<file path="src/rtl/bootsw_pkg.sv">
package bootsw_pkg;

  typedef enum logic [2:0] {
    ST_OFF        = 3'd0,
    ST_LOW_ON     = 3'd1,
    ST_TRI_FIXED  = 3'd2,
    ST_TRI_RETRIG = 3'd3,
    ST_EXPIRED    = 3'd4
  } bs_state_t;

  // Counter width needed to hold values 0 .. win-1.
  function automatic int unsigned win_cnt_width(input int unsigned win);
    return (win < 2) ? 1 : $clog2(win);
  endfunction

  // True when a counter value is the last cycle of a window of length win.
  function automatic logic win_is_last(input int unsigned cnt, input int unsigned win);
    return cnt == (win - 1);
  endfunction

  // A state in which the bridge floats and charging is timed.
  function automatic logic is_window(input bs_state_t st);
    return (st == ST_TRI_FIXED) || (st == ST_TRI_RETRIG);
  endfunction

endpackage

</file>
<file path="src/rtl/bootsw_arm.sv">
module bootsw_arm (
  input  logic clk,
  input  logic rst_n,
  input  logic hs_cmd,
  input  logic ls_cmd,
  input  logic consume,
  output logic arm_hs,
  output logic arm_ls
);

  logic hs_q;
  logic ls_q;
  logic hs_fall;
  logic ls_fall;
  logic arm_hs_d;
  logic arm_ls_d;

  assign hs_fall = hs_q & ~hs_cmd;
  assign ls_fall = ls_q & ~ls_cmd;

  // The newest falling edge owns the pending request. On a tie the high
  // side wins. A request is dropped when it is taken, or when its command
  // returns high.
  always_comb begin
    arm_hs_d = arm_hs;
    if (hs_fall)
      arm_hs_d = 1'b1;
    else if (ls_fall || consume || hs_cmd)
      arm_hs_d = 1'b0;

    arm_ls_d = arm_ls;
    if (ls_fall && !hs_fall)
      arm_ls_d = 1'b1;
    else if (hs_fall || consume || ls_cmd)
      arm_ls_d = 1'b0;
  end

  always_ff @(posedge clk) begin
    if (!rst_n) begin
      hs_q   <= 1'b0;
      ls_q   <= 1'b0;
      arm_hs <= 1'b0;
      arm_ls <= 1'b0;
    end else begin
      hs_q   <= hs_cmd;
      ls_q   <= ls_cmd;
      arm_hs <= arm_hs_d;
      arm_ls <= arm_ls_d;
    end
  end

endmodule

</file>
<file path="src/rtl/bootsw_timer.sv">
module bootsw_timer
  import bootsw_pkg::*;
#(
  parameter int unsigned WIN_CYCLES = 2000,
  parameter int unsigned CNT_W      = win_cnt_width(WIN_CYCLES)
) (
  input  logic             clk,
  input  logic             rst_n,
  input  logic             restart,
  input  logic             hold_clr,
  input  logic             run,
  output logic [CNT_W-1:0] cnt,
  output logic             done
);

  assign done = run && !restart && !hold_clr && win_is_last(32'(cnt), WIN_CYCLES);

  always_ff @(posedge clk) begin
    if (!rst_n)
      cnt <= '0;
    else if (restart || hold_clr)
      cnt <= '0;
    else if (run && !done)
      cnt <= cnt + 1'b1;
  end

endmodule

</file>
<file path="src/rtl/bootsw_fsm.sv">
module bootsw_fsm
  import bootsw_pkg::*;
(
  input  logic      clk,
  input  logic      rst_n,
  input  logic      hs_on,
  input  logic      ls_on,
  input  logic      node_hi,
  input  logic      arm_hs,
  input  logic      arm_ls,
  input  logic      tmr_done,
  output bs_state_t state,
  output logic      restart,
  output logic      run,
  output logic      hold_clr,
  output logic      boot_en
);

  bs_state_t state_d;
  logic      floating;

  assign floating = !hs_on && !ls_on;
  assign restart  = floating && (arm_hs || arm_ls);
  assign run      = is_window(state);
  assign hold_clr = (state == ST_TRI_RETRIG) && node_hi;

  // Off conditions come first. Then the low side turning on. Then a
  // pending command edge.
  assign boot_en = rst_n && !hs_on && !node_hi && (ls_on || run);

  always_comb begin
    state_d = state;
    if (ls_on)
      state_d = ST_LOW_ON;
    else if (hs_on)
      state_d = ST_OFF;
    else if (arm_hs)
      state_d = ST_TRI_RETRIG;
    else if (arm_ls)
      state_d = ST_TRI_FIXED;
    else begin
      case (state)
        ST_LOW_ON:     state_d = ST_OFF;
        ST_TRI_FIXED,
        ST_TRI_RETRIG: state_d = tmr_done ? ST_EXPIRED : state;
        default:       state_d = state;
      endcase
    end
  end

  always_ff @(posedge clk) begin
    if (!rst_n)
      state <= ST_OFF;
    else
      state <= state_d;
  end

endmodule

</file>
<file path="src/rtl/bootsw_seq.sv">
module bootsw_seq
  import bootsw_pkg::*;
#(
  parameter int unsigned WIN_CYCLES = 2000
) (
  input  logic clk,
  input  logic rst_n,
  input  logic hs_cmd,
  input  logic ls_cmd,
  input  logic hs_on,
  input  logic ls_on,
  input  logic node_hi,
  output logic boot_en
);

  localparam int unsigned CNT_W = win_cnt_width(WIN_CYCLES);

  bs_state_t        state;
  logic             arm_hs;
  logic             arm_ls;
  logic             restart;
  logic             run;
  logic             hold_clr;
  logic             tmr_done;
  logic [CNT_W-1:0] cnt;

  bootsw_arm u_arm (
    .clk     (clk),
    .rst_n   (rst_n),
    .hs_cmd  (hs_cmd),
    .ls_cmd  (ls_cmd),
    .consume (restart),
    .arm_hs  (arm_hs),
    .arm_ls  (arm_ls)
  );

  bootsw_timer #(
    .WIN_CYCLES (WIN_CYCLES),
    .CNT_W      (CNT_W)
  ) u_timer (
    .clk      (clk),
    .rst_n    (rst_n),
    .restart  (restart),
    .hold_clr (hold_clr),
    .run      (run),
    .cnt      (cnt),
    .done     (tmr_done)
  );

  bootsw_fsm u_fsm (
    .clk      (clk),
    .rst_n    (rst_n),
    .hs_on    (hs_on),
    .ls_on    (ls_on),
    .node_hi  (node_hi),
    .arm_hs   (arm_hs),
    .arm_ls   (arm_ls),
    .tmr_done (tmr_done),
    .state    (state),
    .restart  (restart),
    .run      (run),
    .hold_clr (hold_clr),
    .boot_en  (boot_en)
  );

endmodule

</file>
<file path="config.mk">
export PLATFORM = sky130hd
export DESIGN_NAME = bootsw_seq
export DESIGN_NICKNAME = d
export VERILOG_FILES = /design/src/rtl/bootsw_pkg.sv /design/src/rtl/bootsw_arm.sv /design/src/rtl/bootsw_timer.sv /design/src/rtl/bootsw_fsm.sv /design/src/rtl/bootsw_seq.sv
export SDC_FILE = /design/constraint.sdc
export NUM_CORES = 1
export LEC_CHECK = 0
export CAP_MARGIN = 20
export CORE_UTILIZATION = 50
export CTS_BUF_LIST = sky130_fd_sc_hd__clkbuf_2
export CTS_CLUSTER_DIAMETER = 120
export DETAILED_ROUTE_END_ITERATION = 7
export PLACE_DENSITY = 0.69
export SETUP_SLACK_MARGIN = 0.3
export SKIP_LAST_GASP = 1
export SYNTH_ARGS = -nofsm -noshare
export SYNTH_HDL_FRONTEND = slang
export SYNTH_SLANG_ARGS = --single-unit
</file>
<file path="constraint.sdc">
create_clock -name clk -period 3.25 [get_ports clk]
set_clock_uncertainty 0.05 [all_clocks]
set_input_delay 0.325 -clock clk [delete_from_list [all_inputs] [get_ports clk]]
set_output_delay 0.325 -clock clk [all_outputs]
set_load 0.005 [all_outputs]
</file>
==> results.sh, run 1 <==
export IMPL_status="finished, final reports clean"
export IMPL_die_w_um=44.2
export IMPL_fin_crit_sh_pct=65.9
export IMPL_ys_warn_count=0
export IMPL_cp_slowest_cell="clkdlybuf4s50_1"
export IMPL_finalMaxSlewViolations=0
export IMPL_grt_pass1_wl_mm=2.66
export IMPL_drt_drc_violations_left=0
export IMPL_max_stage_delay_ns=0.55
export IMPL_worst_path_buf_inv=1
export IMPL_combPwrFrac_pct=7.5
export IMPL_synth_common_cells="dfxtp_1, nor2_1, nand2_1"
export IMPL_cts_made_buffers=3
export IMPL_maxCapViolCount=0
export IMPL_hold_slack_ns=0.444
export IMPL_root_buffer="clkbuf_2"
export IMPL_grt_max_degree=11
export IMPL_swShare_pct=25.0
export IMPL_synth_largest_area_cell="dfxtp_1"
export IMPL_ys_ff_latch=18
export IMPL_rsz0062_at_grt="no"
export IMPL_start_util_pct=56.4
export IMPL_antenna_found_initial=0
export IMPL_p_sw_mw=0.0882
export IMPL_fin_util_pct=61.9
export IMPL_tns_ns=0
export IMPL_grt_pass1_vias=595
export IMPL_worstPathCellList="and2b_1 -> nor2_1 -> nor4_1 -> clkdlybuf4s50_1"
export IMPL_hpwl_mm=1.14
export IMPL_drt_pass1_iterations=6
export IMPL_peakVddDrop_v=0.000224
export IMPL_synth_ff_type="dfxtp_1"
export IMPL_clkPwrFrac_pct=28.2
export IMPL_timing_fmax_mhz=467
export IMPL_fin_nets=116
export IMPL_end_kind="primary output"
export IMPL_setup_violations=0
export IMPL_ys_seq_area_share_pct=40.5
export IMPL_seqPwrFrac_pct=64.3
export IMPL_p_int_mw=0.265
export IMPL_synth_area_leaders="dfxtp_1, xor2_1, nor2_1, a211oi_2, and2_1"
export IMPL_syn_nets=106
export IMPL_drive_above_1_share_pct=10.3
export IMPL_syn_avg_cell_area_um2=9.08
export IMPL_min_period_ns=2.14
export IMPL_pre_cts_ws_ns=1.12
export IMPL_path_class="reg2out"
export IMPL_fp_row_count=14
export IMPL_synth_cell_types=34
export IMPL_max_slew_margin_pct=66.3
export IMPL_start_kind="register"
export IMPL_p_leak_nw=0.372
export IMPL_io_pins=8
export IMPL_hold_viol_final=0
export IMPL_detail_route_wl_per_cell_um=13.1
export IMPL_die_area_um2=1950
export IMPL_syn_inst=98
export IMPL_vias=703
export IMPL_cp_top_family="buffers and inverters"
export IMPL_hold_buffers=0
export IMPL_power_density_nw_per_um2=361
export IMPL_clock_sinks=18
export IMPL_avgViaCountPerCell=5.72
export IMPL_grtUsageTotal_pct=18.8
export IMPL_routabilityCongestion=0.793
export IMPL_async_reset_ff_share_pct=0
export IMPL_io_buffers=7
export IMPL_cts_resized=0
export IMPL_worst_ep_required_time_ns=2.87
export IMPL_synth_edff_count=0
export IMPL_cts_setup_buffers=0
export IMPL_placedCellCount=119
export IMPL_final_cells=123
export IMPL_wirelength_mm=1.61
export IMPL_max_clock_path_buffers=2
export IMPL_core_area_um2=1580
export IMPL_crit_fanout=5
export IMPL_synth_top_cell_area_share_pct=40.5
export IMPL_antenna_cells=0
export IMPL_arrival_ns=1.77
export IMPL_finalWorstSetupSlack_ns=1.11
export IMPL_cts_tree="done"
export IMPL_insertion_delay_ns=0.31
export IMPL_path_clk_slew_ns=0.17
export IMPL_ant_nets=0
export IMPL_area_delta_synth_final_pct=9.70
export IMPL_die_y_um=44.2
export IMPL_drtIter0Drc=12
export IMPL_hold_path_class="reg2reg"
export IMPL_grt_overflow=0
export IMPL_netlist_area_um2=890
export IMPL_h_tree_depth=1
export IMPL_tightestPinTransition_ns=0.502
export IMPL_yosysMostFrequentCell="dfxtp_1"
[stage by stage]
stage | cell area [um^2] | power, mW
after floorplan | 890 | 0.246
after global routing | 976 | 0.368
final | 976 | 0.353
after CTS | 976 | 0.353
after global placement | 957 | 0.258
after detailed placement | 957 | 0.258
[metal layers]
metal	global-route usage (%)	routed length (um)
met1	29.2	912
met2	23.5	622
met3	3.67	44
met4	10.9	34
met5	0	0
[cells by family (layout without fill, tap and decap cells)]
family | Yosys count | count (layout) | share of synthesized area, %
AO/OA/AOI/OAI | 17 | 17 | 14.9
XOR/XNOR | 6 | 6 | 5.91
adder cells (fa/ha/maj) | 1 | 1 | 1.41
buffers and inverters | 5 | 14 | 3.80
flip-flops | 18 | 18 | 40.5
multiplexers | 2 | 2 | 2.25
AND/OR/NAND/NOR | 49 | 49 | 31.2
[final timing paths]
path | to | start | depth (start not counted) | slack (ns)
setup / recovery | boot_en | u_fsm.state[2] | 4 | 1.11
hold / removal | u_timer.cnt[1] | u_timer.cnt[1] | 2 | 0.44
hold reg to reg | u_timer.cnt[1] | u_timer.cnt[1] | 2 | 0.44
setup reg to reg | u_timer.cnt[2] | u_fsm.state[1] | 4 | 1.66
[power groups by stage]
stage | Sequential, mW | Combinational (mW) | Clock (mW)
after global routing | 0.227 | 0.0299 | 0.111
after floorplan | 0.230 | 0.0160 | 0
after global placement | 0.231 | 0.0264 | 0
final | 0.227 | 0.0266 | 0.0994
after CTS | 0.227 | 0.0269 | 0.0997
after detailed placement | 0.231 | 0.0267 | 0
[registers in the layout, summed over array words and instances (netlist names)]
| signal | count |
|---|---|
| u_arm.arm_hs | 1 |
| u_timer.cnt | 11 |
| u_arm.arm_ls | 1 |
| u_fsm.state | 3 |
| u_arm.ls_q | 1 |
| u_arm.hs_q | 1 |
[worst min-delay path: cells and delay by family, from the launching register on]
family,cells,cell delay (ns)
multiplexers,1,0.06
AND/OR/NAND/NOR,1,0.06
flip-flops,1,0.36
[cell usage in the layout, fill, tap and decap left out, types with 2 or more instances in the layout]
cell type,count
nand4_1,4
and3_1,2
xor2_1,6
clkdlybuf4s50_1,7
nor2_1,11
dfxtp_1,18
a211oi_2,3
nand2_1,7
nand2b_1,3
and4b_1,2
and2_1,5
mux2i_1,2
inv_1,3
clkbuf_2,3
nand3_1,2
a21oi_1,6
a31oi_1,2
nor3_1,2
nor4_1,2
[layout make-up]
type	count	area, um^2
clock buffer	3	15.0
tap	16	20.0
timing repair buffer	7	70.1
clock inverter	1	3.75
sequential	18	360
multi-input combinational	75	495
fill	144	601
inverter	3	11.3
Power figures use the tool's default switching activity.
==> inputs of run 2 (changes only) <==
==> constraint.sdc (replaced) <==
create_clock -name clk -period 2.21 [get_ports clk]
set_clock_uncertainty 0.05 [all_clocks]
set_input_delay 0.221 -clock clk [delete_from_list [all_inputs] [get_ports clk]]
set_output_delay 0.221 -clock clk [all_outputs]
set_load 0.005 [all_outputs]
==> results.sh, run 2 (synthesized netlist as in run 1, its figures left out) <==
export IMPL_met2_usage_pct=25.0
export IMPL_place_area_um2=957
export IMPL_final_common_cell="dfxtp_1"
export IMPL_h_tree_depth=1
export IMPL_cts_tree="done"
export IMPL_detail_route_wl_per_cell_um=12.5
export IMPL_setup_violations=0
export IMPL_max_slew_margin_pct=64.2
export IMPL_worstPathCellList="and2b_2 -> nor2_1 -> nor4_1 -> dlygate4sd2_1"
export IMPL_io_pins=8
export IMPL_most_common_layout_cells="dfxtp_1, nor2_1, nand2_1"
export IMPL_final_area_um2=973
export IMPL_antenna_cells=0
export IMPL_grt_overflow=0
export IMPL_largest_reg_flops=11
export IMPL_seqPwrFrac_pct=66.2
export IMPL_tns_ns=0
export IMPL_fin_crit_sh_pct=74.4
export IMPL_vias=685
export IMPL_p_int_mw=0.386
export IMPL_drtIter0Drc=12
export IMPL_cts_resized=3
export IMPL_core_area_um2=1580
export IMPL_die_y_um=44.2
export IMPL_timing_fmax_mhz=608
export IMPL_insertion_delay_ns=0.28
export IMPL_arrival_ns=1.37
export IMPL_grt_pass1_wl_mm=2.58
export IMPL_drt_pass1_iterations=6
export IMPL_hpwl_mm=1.13
export IMPL_end_kind="primary output"
export IMPL_startpoint="u_fsm.state[1]"
export IMPL_final_cells=122
export IMPL_worst_ep_required_time_ns=1.94
export IMPL_root_buffer="clkbuf_2"
export IMPL_wirelength_mm=1.52
export IMPL_grt_pass1_vias=620
export IMPL_hold_buffers=0
export IMPL_timing_rr_start="u_fsm.state[1]"
export IMPL_top_register="u_timer.cnt"
export IMPL_max_clock_path_buffers=2
export IMPL_path_clk_slew_ns=0.16
export IMPL_avgViaCountPerCell=5.61
export IMPL_cts_setup_buffers=0
export IMPL_fin_util_pct=61.7
export IMPL_power_density_nw_per_um2=516
export IMPL_tightestPinTransition_ns=0.533
export IMPL_hold_path_class="reg2reg"
export IMPL_swShare_pct=23.2
export IMPL_crit_fanout=5
export IMPL_grt_util_met1_pct=26.3
export IMPL_finalMaxSlewViolations=0
export IMPL_clkPwrFrac_pct=26.1
export IMPL_die_w_um=44.2
export IMPL_status="finished, final reports clean"
export IMPL_worst_r2r_cell_count=4
export IMPL_start_kind="register"
export IMPL_rsz0062_at_grt="no"
export IMPL_grt_util_met3_pct=4.08
export IMPL_cp_slowest_cell="dfxtp_1"
export IMPL_clock_sinks=18
export IMPL_fillerInstances=134
export IMPL_placedCellCount=119
export IMPL_min_period_ns=1.65
export IMPL_cts_made_buffers=3
export IMPL_p_sw_mw=0.116
export IMPL_io_buffers=7
export IMPL_crit_end="boot_en"
export IMPL_reg2reg_setup_slack_ns=0.65
export IMPL_drt_drc_violations_left=0
export IMPL_ant_nets=0
export IMPL_fin_nets=116
export IMPL_fp_row_count=14
export IMPL_r2r_end="u_timer.cnt[3]"
export IMPL_drive_above_1_share_pct=12.3
export IMPL_maxCapViolCount=0
export IMPL_max_stage_delay_ns=0.42
export IMPL_p_leak_nw=0.375
export IMPL_path_class="reg2out"
export IMPL_die_area_um2=1950
export IMPL_start_util_pct=56.4
export IMPL_combPwrFrac_pct=7.7
export IMPL_area_delta_synth_final_pct=9.42
export IMPL_top_usage_layer="met1"
export IMPL_peakVddDrop_v=0.000329
export IMPL_routabilityCongestion=0.793
export IMPL_hold_viol_final=0
export IMPL_grt_max_degree=10
export IMPL_antenna_found_initial=0
export IMPL_largestRegisters="u_timer.cnt x11, u_fsm.state x3"
export IMPL_grtUsageTotal_pct=17.9
[run 2: stage by stage]
| step | hold slack, ns | worst slack (ns) | power, mW |
|---|---|---|---|
| floorplan | 0.250 | 0.876 | 0.362 |
| finish | 0.440 | 0.565 | 0.503 |
| global route | 0.437 | 0.408 | 0.531 |
| global placement | 0.407 | 0.347 | 0.379 |
| detailed placement | 0.412 | 0.324 | 0.379 |
| CTS | 0.424 | 0.555 | 0.510 |
[run 2: worst min-delay path by stage]
stage	from	to	slack, ns	cells after the start
floorplan	hs_cmd	u_arm.arm_hs	0.25	1
global placement	u_timer.cnt[1]	u_timer.cnt[1]	0.41	2
detailed placement	u_arm.hs_q	u_arm.arm_ls	0.41	1
CTS	hs_cmd	u_arm.arm_hs	0.42	2
global route	hs_cmd	u_arm.hs_q	0.44	3
finish	u_timer.cnt[1]	u_timer.cnt[1]	0.44	2
[run 2: critical path: cells and delay by family, from the launching register on]
| family | cells | cell delay (ns) |
|---|---|---|
| buffers and inverters | 1 | 0.26 |
| DFF | 1 | 0.42 |
| and+or+nand+nor | 3 | 0.41 |
[run 2: area by class of cell]
cell class	count	area, um^2	share of cell area [%]
clock buffers	3	15.0	1.54
well taps	16	20.0	2.06
flip-flops and latches	18	362	37.1
multi-input cells	75	497	51.0
repair buffers	7	68.8	7.07
inverters	3	11.3	1.16
[run 2: routing by layer]
metal | vias to the layer above | part of all wire, %
met4 | 0 | 0.59
met1 | 302 | 56
li1 | 372 | -
met3 | 2 | 3.5
met5 | - | 0
met2 | 9 | 40
[run 2: power groups by stage]
| stage | clock (mW) | sequential, mW | combinational, mW |
|---|---|---|---|
| 5_1_grt | 0.154 | 0.334 | 0.0434 |
| 4_1_cts | 0.138 | 0.333 | 0.0392 |
| 6_report | 0.131 | 0.333 | 0.0387 |
| 3_5_place_dp | 0 | 0.340 | 0.0392 |
| 3_3_place_gp | 0 | 0.340 | 0.0389 |
| 2_1_floorplan | 0 | 0.339 | 0.0236 |
==> inputs of run 3 (changes only) <==
--- a/config.mk
+++ b/config.mk
@@ -10,7 +10,7 @@
 export CTS_BUF_LIST = sky130_fd_sc_hd__clkbuf_2
 export CTS_CLUSTER_DIAMETER = 120
 export DETAILED_ROUTE_END_ITERATION = 7
-export PLACE_DENSITY = 0.69
+export PLACE_DENSITY = 0.72
 export SETUP_SLACK_MARGIN = 0.3
 export SKIP_LAST_GASP = 1
 export SYNTH_ARGS = -nofsm -noshare
==> constraint.sdc (replaced) <==
create_clock -name clk -period 1.42 [get_ports clk]
set_clock_uncertainty 0.05 [all_clocks]
set_input_delay 0.142 -clock clk [delete_from_list [all_inputs] [get_ports clk]]
set_output_delay 0.142 -clock clk [all_outputs]
set_load 0.005 [all_outputs]
==> results.sh, run 3 (synthesized netlist as in run 1, its figures left out) <==
export IMPL_crit_end="u_timer.cnt[4]"
export IMPL_routabilityCongestion=0.849
export IMPL_antenna_found_initial=0
export IMPL_max_clock_path_buffers=2
export IMPL_insertion_delay_ns=0.30
export IMPL_antenna_cells=0
export IMPL_clock_sinks=18
export IMPL_largest_reg_flops=11
export IMPL_finalWorstSetupSlack_ns=-0.0361
export IMPL_io_pins=8
export IMPL_cts_made_buffers=3
export IMPL_maxCapViolCount=0
export IMPL_die_y_um=44.2
export IMPL_tightestPinTransition_ns=0.352
export IMPL_cts_tree="done"
export IMPL_timing_rr_start="u_fsm.state[2]"
export IMPL_hpwl_mm=1.47
export IMPL_path_clk_slew_ns=0.17
export IMPL_die_area_um2=1950
export IMPL_pre_cts_ws_ns=-0.281
export IMPL_end_kind="register"
export IMPL_fp_row_count=14
export IMPL_h_tree_depth=1
export IMPL_hold_viol_final=0
export IMPL_fin_util_pct=76.3
export IMPL_status="finished, violations left"
export IMPL_drive_above_1_share_pct=36.7
export IMPL_top_register="u_timer.cnt"
export IMPL_avgViaCountPerCell=5.58
export IMPL_grt_overflow=0
export IMPL_drt_pass1_iterations=6
export IMPL_tns_ns=-0.108
export IMPL_reg2reg_setup_slack_ns=-0.04
export IMPL_crit_fanout=4
export IMPL_grt_max_degree=11
export IMPL_arrival_ns=1.66
export IMPL_hold_path_class="in2reg"
export IMPL_timing_fmax_mhz=687
export IMPL_failed_checks="negative setup slack"
export IMPL_detail_route_wl_per_cell_um=14.4
export IMPL_power_density_nw_per_um2=690
export IMPL_fillerInstances=121
export IMPL_fin_nets=137
export IMPL_drt_drc_violations_left=0
export IMPL_io_buffers=7
export IMPL_grt_pass1_vias=825
export IMPL_worst_ep_required_time_ns=1.62
export IMPL_p_leak_nw=0.489
export IMPL_drtIter0Drc=15
export IMPL_start_util_pct=56.4
export IMPL_die_w_um=44.2
export IMPL_core_area_um2=1580
export IMPL_largestRegisters="u_timer.cnt x11, u_fsm.state x3"
export IMPL_ant_nets=0
export IMPL_min_period_ns=1.46
export IMPL_root_buffer="clkbuf_2"
export IMPL_most_common_layout_cells="buf_4, dfxtp_1, nor2_1, nand2_1, xor2_1"
export IMPL_max_slew_margin_pct=76.3
export IMPL_area_delta_synth_final_pct=35.2
export IMPL_worst_r2r_cell_count=5
export IMPL_startpoint="u_fsm.state[2]"
export IMPL_grt_pass1_wl_mm=3.42
export IMPL_fin_crit_sh_pct=103
export IMPL_finalMaxSlewViolations=0
export IMPL_wirelength_mm=2.07
export IMPL_grtUsageTotal_pct=24.0
export IMPL_path_class="reg2reg"
export IMPL_peakVddDrop_v=0.000474
export IMPL_vias=803
export IMPL_start_kind="register"
export IMPL_final_common_cell="buf_4"
export IMPL_rsz0062_at_grt="yes"
export IMPL_setup_violations=5
export IMPL_r2r_end="u_timer.cnt[4]"
==> run 3: cell types whose count changed in the layout (fill, tap and decap cells not counted), sizes merged <==
cell	delta
buf	+22
clkdlybuf4s50	-1
clkinv	+1
==> run 3: power breakdown <==
part	total [mW]	leakage (nW)	switching [mW]	internal, mW
Clock	0.215	0.0140	0.154	0.0612
Sequential	0.518	0.147	0.00503	0.513
Combinational	0.0967	0.328	0.0446	0.0521
==> run 3: worst min-delay path by stage <==
stage | end | cells after the start | start | slack (ns)
floorplan | u_arm.arm_ls | 1 | ls_cmd | 0.17
detailed placement | u_arm.arm_ls | 1 | u_arm.hs_q | 0.43
global placement | u_arm.arm_ls | 1 | u_arm.hs_q | 0.38
CTS | u_fsm.state[0] | 4 | hs_on | 0.35
global route | u_arm.arm_ls | 2 | ls_cmd | 0.36
finish | u_arm.arm_ls | 2 | ls_cmd | 0.37
==> run 3: layer usage <==
| metal | track usage [%] | share of wire (%) |
|---|---|---|
| met5 | 0 | 0 |
| met1 | 31.6 | 47 |
| met3 | 5.71 | 3.1 |
| met2 | 38.2 | 49 |
| met4 | 9.09 | 0.44 |
==> run 3: stage by stage <==
stage,total power [mW],cells,hold slack (ns),area (um^2)
floorplan,0.564,98,0.168,892
global placement,0.609,134,0.384,1070
detailed placement,0.611,134,0.431,1070
CTS,0.827,139,0.346,1120
global route,0.868,144,0.357,1200
finish,0.830,144,0.366,1200
==> run 3: timing repair <==
| action | in CTS | in global routing |
|---|---|---|
| setup endpoints to repair | 16 | 16 |
| pin swaps | 5 | 7 |
| hold buffers | 0 | 0 |
| buffers inserted | 1 | 5 |
| gates cloned | 0 | 0 |
| resized for setup | 14 | 9 |
==> run 3: critical path, cell delays in order (launching register included) <==
cell	delay, ns
dfxtp_2	0.37
buf_6	0.11
and4b_2	0.31
nand2_2	0.08
or3b_1	0.37
a21oi_2	0.11
==> run 3: cell type report <==
class / count / area (um^2) / share of cell area [%]
Multi-Input combinational cell: 75 / 559 / 46.5
Sequential cell: 18 / 364 / 30.3
Timing Repair Buffer: 28 / 229 / 19.0
Tap cell: 16 / 20.0 / 1.66
Clock buffer: 3 / 15.0 / 1.25
Inverter: 3 / 11.3 / 0.937
Clock inverter: 1 / 3.75 / 0.312
